### config.mk
export PLATFORM = sky130hd
export DESIGN_NAME = fx_fault_signal
export DESIGN_NICKNAME = d
export VERILOG_FILES = /design/src/rtl/fef_pkg.sv /design/src/rtl/fef_tx_gen.sv /design/src/rtl/fef_rx_match.sv /design/src/rtl/fef_hold.sv /design/src/rtl/fx_fault_signal.sv
export SDC_FILE = /design/constraint.sdc
export NUM_CORES = 1
export LEC_CHECK = 0
export BUFFER_PORTS_ARGS = -buffer_cell sky130_fd_sc_hd__buf_4
export CORE_MARGIN = 8
export CORE_UTILIZATION = 48
export DETAILED_ROUTE_END_ITERATION = 8
export PLACE_DENSITY = 0.69
export SYNTH_ARGS = -nofsm -noshare
export SYNTH_HDL_FRONTEND = slang
export SYNTH_SLANG_ARGS = --single-unit
### constraint.sdc
create_clock -name clk -period 1.9 [get_ports clk]
set_clock_uncertainty 0.2 [all_clocks]
set_input_delay 0.57 -clock clk [delete_from_list [all_inputs] [get_ports clk]]
set_output_delay 0.57 -clock clk [all_outputs]
set_load 0.03 [all_outputs]
### src/rtl/fef_pkg.sv
package fef_pkg;

    localparam int unsigned FEF_ONES_DEF = 84;
    localparam int unsigned FEF_WIN_DEF  = 128;
    localparam int unsigned FEF_MISS_DEF = 3;

    typedef enum logic [1:0] {
        TXM_PASS    = 2'd0,
        TXM_FRAME   = 2'd1,
        TXM_PATTERN = 2'd2
    } tx_mode_e;

    typedef struct packed {
        logic match;
        logic overlong;
    } rx_evt_t;

    function automatic tx_mode_e fef_pick_mode(input logic sd,
                                               input logic dis,
                                               input logic frame);
        if (frame)
            return TXM_FRAME;
        if (sd || dis)
            return TXM_PASS;
        return TXM_PATTERN;
    endfunction

endpackage

### src/rtl/fef_tx_gen.sv
module fef_tx_gen
    import fef_pkg::*;
#(
    parameter int unsigned ONES_LEN = FEF_ONES_DEF
) (
    input  logic clk,
    input  logic rst,
    input  logic tx_bit_in,
    input  logic frame_active,
    input  logic sig_detect,
    input  logic fef_disable,
    output logic tx_bit_out
);
    localparam int unsigned CW = $clog2(ONES_LEN + 1);
    localparam logic [CW-1:0] LAST = CW'(ONES_LEN);

    tx_mode_e        mode;
    logic [CW-1:0]   pos;

    always_comb mode = fef_pick_mode(sig_detect, fef_disable, frame_active);

    always_ff @(posedge clk) begin
        if (rst)
            pos <= '0;
        else if (mode != TXM_PATTERN)
            pos <= '0;
        else if (pos == LAST)
            pos <= '0;
        else
            pos <= pos + CW'(1);
    end

    always_comb begin
        case (mode)
            TXM_PATTERN: tx_bit_out = (pos != LAST);
            default:     tx_bit_out = tx_bit_in;
        endcase
    end

endmodule

### src/rtl/fef_rx_match.sv
module fef_rx_match
    import fef_pkg::*;
#(
    parameter int unsigned ONES_LEN = FEF_ONES_DEF
) (
    input  logic    clk,
    input  logic    rst,
    input  logic    rx_bit,
    output rx_evt_t evt
);
    localparam int unsigned RW = $clog2(ONES_LEN + 2);
    localparam logic [RW-1:0] SAT  = RW'(ONES_LEN + 1);
    localparam logic [RW-1:0] GOAL = RW'(ONES_LEN);

    logic [RW-1:0] run;

    always_ff @(posedge clk) begin
        if (rst)
            run <= '0;
        else if (rx_bit)
            run <= (run == SAT) ? run : run + RW'(1);
        else
            run <= '0;
    end

    always_comb begin
        evt.match    = !rx_bit && (run == GOAL);
        evt.overlong = (run == SAT);
    end

endmodule

### src/rtl/fef_hold.sv
module fef_hold
    import fef_pkg::*;
#(
    parameter int unsigned RX_WIN = FEF_WIN_DEF,
    parameter int unsigned MISSES = FEF_MISS_DEF
) (
    input  logic    clk,
    input  logic    rst,
    input  logic    fef_disable,
    input  rx_evt_t evt,
    output logic    fault_seen
);
    localparam int unsigned TW = $clog2(RX_WIN);
    localparam int unsigned MW = $clog2(MISSES + 1);
    localparam logic [TW-1:0] TEND = TW'(RX_WIN - 1);
    localparam logic [MW-1:0] MEND = MW'(MISSES - 1);

    logic [TW-1:0] timer;
    logic [MW-1:0] miss;
    logic          flag;
    logic          unused_ok;

    always_comb unused_ok = evt.overlong;

    always_ff @(posedge clk) begin
        if (rst || fef_disable) begin
            flag  <= 1'b0;
            timer <= '0;
            miss  <= '0;
        end else if (evt.match) begin
            flag  <= 1'b1;
            timer <= '0;
            miss  <= '0;
        end else if (timer == TEND) begin
            timer <= '0;
            if (flag) begin
                if (miss == MEND) begin
                    flag <= 1'b0;
                    miss <= '0;
                end else begin
                    miss <= miss + MW'(1);
                end
            end
        end else begin
            timer <= timer + TW'(1);
        end
    end

    assign fault_seen = flag;

endmodule

### src/rtl/fx_fault_signal.sv
module fx_fault_signal
    import fef_pkg::*;
#(
    parameter int unsigned ONES_LEN = FEF_ONES_DEF,
    parameter int unsigned RX_WIN   = FEF_WIN_DEF,
    parameter int unsigned MISSES   = FEF_MISS_DEF
) (
    input  logic clk,
    input  logic rst,
    input  logic tx_bit_in,
    input  logic frame_active,
    input  logic sig_detect,
    input  logic fef_disable,
    output logic tx_bit_out,
    input  logic rx_bit,
    output logic fault_seen
);
    rx_evt_t rx_evt;

    fef_tx_gen #(.ONES_LEN(ONES_LEN)) u_tx (
        .clk(clk), .rst(rst), .tx_bit_in(tx_bit_in),
        .frame_active(frame_active), .sig_detect(sig_detect),
        .fef_disable(fef_disable), .tx_bit_out(tx_bit_out)
    );

    fef_rx_match #(.ONES_LEN(ONES_LEN)) u_rx (
        .clk(clk), .rst(rst), .rx_bit(rx_bit), .evt(rx_evt)
    );

    fef_hold #(.RX_WIN(RX_WIN), .MISSES(MISSES)) u_hold (
        .clk(clk), .rst(rst), .fef_disable(fef_disable),
        .evt(rx_evt), .fault_seen(fault_seen)
    );

endmodule

# [Yosys cells after proc, flatten, opt, wreduce, memory -nomap -nowiden]
# Index checks and enable logic that the tools add are counted.
[totals] regBits=24 in_bits=7 elab_cells=41 output_inout_bits=2
[op_classes] n_addsub=4 reduce_logical=10 bitwise=1 n_eq_ne=8 mux=13
[op_table] cell="7-bit == test (second input constant)" count=4
[op_table] cell="7-bit by 1-bit adder with 7-bit output (second input constant)" count=3
[op_table] cell="2-bit 2-to-1 mux" count=5
[op_table] cell="1-bit 2-to-1 mux" count=8
[op_table] cell="7-bit inequality test (second input constant)" count=1
[op_table] cell="3-bit OR reduction" count=2
[op_table] cell="2-bit == test (second input constant)" count=2
[op_table] cell="2-bit OR reduction" count=2
[op_table] cell="2-bit by 1-bit adder with 2-bit output (second input constant)" count=1
[op_table] cell="1-bit logical OR" count=2
[op_table] cell="2-bit inequality test (second input constant)" count=1
[op_table] cell="2-bit AND reduction" count=1
[op_table] cell="2-bit nonzero test" count=1
[op_table] cell="1-bit logical AND" count=1
[op_table] cell="1-bit logical NOT" count=1
[op_table] cell="1-bit NOT" count=1

# [Depth between registers and ports, before layout]
[logic_depth] depth_word=7 mapped_depth=5 depth_no_buf=5

# [Cells and area by module]
# A second synthesis with hierarchy kept.
[unflattened] cells_unflattened=127 area_unflattened_um2=1117.3
[by_module_without_submodules] mod="fef_hold" area_per_inst_um2=421.7 cells_each=46 seq_area_each_um2=200.2 n_inst=1
[by_module_without_submodules] mod="fef_rx_match" area_per_inst_um2=380.4 cells_each=43 seq_area_each_um2=140.1 n_inst=1
[by_module_without_submodules] mod="fef_tx_gen" area_per_inst_um2=315.3 cells_each=38 seq_area_each_um2=140.1 n_inst=1

# [Least setup slack after synthesis]
# Ideal clock, no wire load.
[synth_timing] path_type="input -> output" start="input fef_disable" end="output tx_bit_out" t_required_ns=1.130 n_path_buf=0 stages=3 arrival_ns=1.361 path_slack_ns=-0.231 path_cell_list="nor3_1 -> nor2_1 -> a31oi_1"
[synth_between] elab_chain_cells=7 elab_cells_between_ends=8 classes_between="1 x eq/ne; 6 x mux; 1 x reduce/logical"
[synth_lines] item="from (decl)" line_no="fx_fault_signal.sv:13" text="input logic fef_disable,"
[synth_lines] item="1-bit logical OR (*)" line_no="fef_pkg.sv:23" text="if (sd || dis)"
[synth_lines] item="1-bit 2-to-1 mux (2 in series)" line_no="fef_pkg.sv:23"
[synth_lines] item="2-bit 2-to-1 mux (*)" line_no="fef_pkg.sv:25" text="return TXM_PATTERN;"
[synth_lines] item="2-bit 2-to-1 mux (*)" line_no="fef_pkg.sv:23"
[synth_lines] item="2-bit == test (*)" line_no="fef_tx_gen.sv:34" text="case (mode)"
[synth_lines] item="1-bit 2-to-1 mux (*)" line_no="fef_tx_gen.sv:34"
[synth_lines] item="to (decl)" line_no="fx_fault_signal.sv:14" text="output logic tx_bit_out,"
# Every way passes the cells marked *; elsewhere a longest branch is shown, timed or not. The select of a mux whose other input is x is not followed.

# [Final worst setup path]
[layout_timing] start="register u_tx.pos[3]" end="output tx_bit_out"
[layout_between] elab_chain_cells=2
[layout_lines] item="from (decl)" line_no="fef_tx_gen.sv:18" text="logic [CW-1:0] pos;"
[layout_lines] item="from (signal assigned)" line_no="fef_tx_gen.sv:30" text="pos <= pos + CW'(1);"
[layout_lines] item="7-bit inequality test" line_no="fef_tx_gen.sv:35" text="TXM_PATTERN: tx_bit_out = (pos != LAST);"
[layout_lines] item="1-bit 2-to-1 mux" line_no="fef_tx_gen.sv:34"
# Every way passes these cells.

==> impl_metrics.csv <==
group,metric,value,unit
outcome,violations,"setup timing",
setup_path,path_cells,"nor4bb_4 -> buf_4 -> a31oi_4 -> buf_6",
timing,rsz0062_at_grt,"yes",
cts,ctsLongestPathBuffers,2,
setup_path,crit_type,"reg -> out",
logic_synthesis,muxShareOfSynthArea,0,%
global_route,grt_pass1_wl,3.72,mm
logic_synthesis,syn_avg_cell_area,9.12,um2
cells_and_area,syn_to_final_growth,25.4,%
cells_and_area,final_nets,161,
logic_synthesis,syn-num-nets,136,
min_path,holdPathStages,1,
cells_and_area,drive_above_1_share,27.2,%
timing,layout_setup_ws,-0.229,ns
cts,h-tree-depth,1,
setup_path,slowest_delay,0.36,ns
logic_synthesis,synth.distinct_cells,31,
power_and_ir_drop,powerDensity,592,nW/um2
floorplanning,row_count,17,
setup_path,cp_max_fo,2,
placed_design,port_buffers,8,
setup_path,startpoint_type,"flop",
cts,path_clk_slew,0.13,ns
power_and_ir_drop,p_total,0.000834,W
cells_and_area,multi_input_area,668,um2
setup_path,r2r-end,"u_hold.miss[1]$_SDFFE_PP0P_",
logic_synthesis,syn-cell-area,1120,um2
drt,final_antenna_net_count,0,
logic_synthesis,synth_compound_area_share,14.0,%
floorplanning,start_util,50.7,%
setup_path,cp-end-kind,"output pin",
timing,tightest_slew,0.437,ns
setup_path,worstRegToRegCells,4,
timing,fmax,470,MHz
logic_synthesis,synthXorXnorAreaFrac,7.02,%
floorplanning,num_io_pins,9,
timing,timing.hold.ws,0.263,ns
logic_synthesis,ys_ff_latch,24,
global_route,grt_pass1_vias,931,
floorplanning,die_h,64.4,um
drt,postRouteWirelength,2.13,mm
min_path,min_path_type,"reg -> reg",
setup_path,worstPathRequired,1.13,ns
power_and_ir_drop,p_leak,0.487,nW
logic_synthesis,yosys_warnings,0,
placed_design,gp_congestion,0.770,
cts,ctsRootBufferMaster,"clkbuf_4",
setup_path,cp_slowest_cell,"dfxtp_2",
power_and_ir_drop,ir_worst_vdd,372,uV
drt,drc_errors,0,
global_route,grt_max_degree,14,
drt,drt-pass1-iter-count,5,
min_path,min_from,"u_hold.timer[0]$_SDFF_PP0_",
global_route,antenna_found_initial,0,
drt,drt-wirelength-per-cell,12.2,um
setup_path,cp_data_arrival_time,1.36,ns
logic_synthesis,synth_top_family_by_area,"simple AND/OR/NAND/NOR gates",
timing,period_minus_slack,2.13,ns
global_route,overflow,0,
cells_and_area,fill_cells,182,
setup_path,worst-path-buf-inv,2,
cells_and_area,antenna_cells,0,
cts,cts_tree,"yes",
placed_design,dp_slack,-0.138,ns
cts,clk_latency,0.31,ns
drt,routed_via_density,5.30,
logic_synthesis,syn_inst,123,
outcome,status,"complete, but fails checks",
timing,slew_headroom,70.9,%
timing,setup_violations,1,
floorplanning,die_area,4140,um2
logic_synthesis,synthAdderAreaFrac,6.69,%
floorplanning,fp.coreArea,2210,um2
flow_run,cap_violations,0,
timing,slew_viol_final,0,
global_route,grt_usage,10.8,%
setup_path,worstReg2RegStart,"u_hold.timer[0]$_SDFF_PP0_",
cts,numCtsBuffers,3,
cells_and_area,seq_area,488,um2
drt,drtIter0Drc,27,
min_path,min_to,"u_hold.timer[0]$_SDFF_PP0_",
logic_synthesis,yosys.area_share.simple,27.1,%
cts,cts.sink_count,24,
cts,cts_hold_buf,0,
timing,timing.final.crit_share,112,%
logic_synthesis,synth_seq_area_share,42.8,%
drt,num_vias,927,
setup_path,rrSetupSlack,0.15,ns
timing,hold_violations,0,
cells_and_area,post-route-util,63.6,%
setup_path,path_delay_family,"flip-flops",
placed_design,dpl.hpwl,1.58,mm
floorplanning,die_w,64.4,um
## routing by layer
| layer | GRT usage (%) | vias up | part of all wire [%] |
|---|---|---|---|
| met5 | 0 | - | 0 |
| met4 | 5.18 | 0 | 0.94 |
| met3 | 2.26 | 2 | 2.8 |
| met2 | 19.8 | 9 | 53 |
| met1 | 11.4 | 430 | 43 |
| li1 | - | 486 | - |
## area by class of cell
class                   instances  area share [%]
inverters                       7            1.87
well taps                      28            2.49
flip-flops and latches         24            34.7
repair buffers                 20            10.9
clock buffers                   4            2.58
multi-input cells              92            47.5
## layout by cell type (no fill, tap or decap), drive strengths merged, types with 2 or more instances in the layout
| cell | n |
|---|---|
| xnor2 | 3 |
| nand2 | 6 |
| nand4bb | 2 |
| buf | 20 |
| o21a | 2 |
| inv | 7 |
| a21oi | 8 |
| o21ai | 10 |
| nand3 | 8 |
| clkbuf | 4 |
| or4 | 2 |
| ha | 6 |
| nor2 | 11 |
| or3 | 8 |
| dfxtp | 24 |
| xor2 | 6 |
| nor3 | 7 |
## worst max path at each step
stage          slack (ns)                   start  depth (start not counted)    endpoint
2_1_floorplan      0.0003             fef_disable                          3  tx_bit_out
4_1_cts             -0.20  u_tx.pos[3]$_SDFF_PP0_                          4  tx_bit_out
3_3_place_gp        -0.12             fef_disable                          5  tx_bit_out
5_1_grt             -0.29  u_tx.pos[2]$_SDFF_PP0_                          4  tx_bit_out
3_5_place_dp        -0.14             fef_disable                          5  tx_bit_out
6_report            -0.23  u_tx.pos[3]$_SDFF_PP0_                          4  tx_bit_out
## power breakdown
part | leakage, nW | switching (W) | internal (W) | total (W)
clock network | 0.0210 | 0.000150 | 0.000117 | 0.000267
logic | 0.269 | 0.0000276 | 0.0000276 | 0.0000552
registers | 0.197 | 0.00000363 | 0.000508 | 0.000512
total | 0.487 | 0.000181 | 0.000653 | 0.000834
## cells by family after synthesis
group / count (synthesis)
xor gates and xnor gates: 9
buffers and inverters: 7
adders and majority gates: 6
AOI/OAI and AO/OA: 26
DFF: 24
and+or+nand+nor: 51
## flip-flops by register name, summed over array words and instances (netlist names)
name	cells
u_rx.run	7
u_hold.miss	2
u_hold.fault_seen	1
u_hold.timer	7
u_tx.pos	7
## synthesized netlist by cell type
master / instances / area share (%)
nand2b_1: 1 / 0.56
nor3b_1: 1 / 0.67
nor4bb_1: 1 / 0.89
o21ai_0: 10 / 4.5
ha_1: 6 / 6.7
xor2_1: 6 / 4.7
a21oi_1: 7 / 3.1
a21boi_0: 1 / 0.67
xnor2_1: 3 / 2.3
nand4_4: 1 / 1.9
or3_1: 7 / 3.9
o31ai_2: 1 / 1.1
nor3_1: 7 / 3.1
a211oi_1: 1 / 0.67
o21bai_1: 1 / 0.67
or3_2: 1 / 0.67
dfxtp_1: 24 / 43
nand3_1: 8 / 3.6
inv_1: 7 / 2.3
nor2_1: 11 / 3.7
or4_1: 2 / 1.3
nand4bb_1: 2 / 2.0
a31oi_1: 1 / 0.56
nand2_1: 5 / 1.7
nand2_2: 1 / 0.56
or4b_4: 1 / 1.2
and2_1: 1 / 0.56
nand4b_1: 1 / 0.78
a21o_1: 1 / 0.67
o21a_1: 2 / 1.3
a21oi_2: 1 / 0.78
## worst register-to-register path: cells and delay by family (launching register included)
| family | cells | cell delay, ns |
|---|---|---|
| adder cells (fa/ha/maj) | 1 | 0.26 |
| flip-flops | 1 | 0.38 |
| AND/OR/NAND/NOR | 2 | 0.71 |
| AO/OA/AOI/OAI | 1 | 0.14 |
## timing repair
action | CTS | global route
resized for setup | 9 | 2
setup buffers | 4 | 1
endpoints found under the setup margin | 1 | 6
pin swaps | 3 | 0
hold endpoints to repair | 0 | 0
## stage by stage
stage | instances | cell area, um2 | setup TNS (ns)
final | 175 | 1410 | -0.229
after global routing | 175 | 1410 | -0.292
after CTS | 174 | 1380 | -0.203
after detailed placement | 166 | 1300 | -0.664
after global placement | 166 | 1300 | -0.512
after floorplan | 123 | 1150 | 0
(Power assumes the default switching activity.)
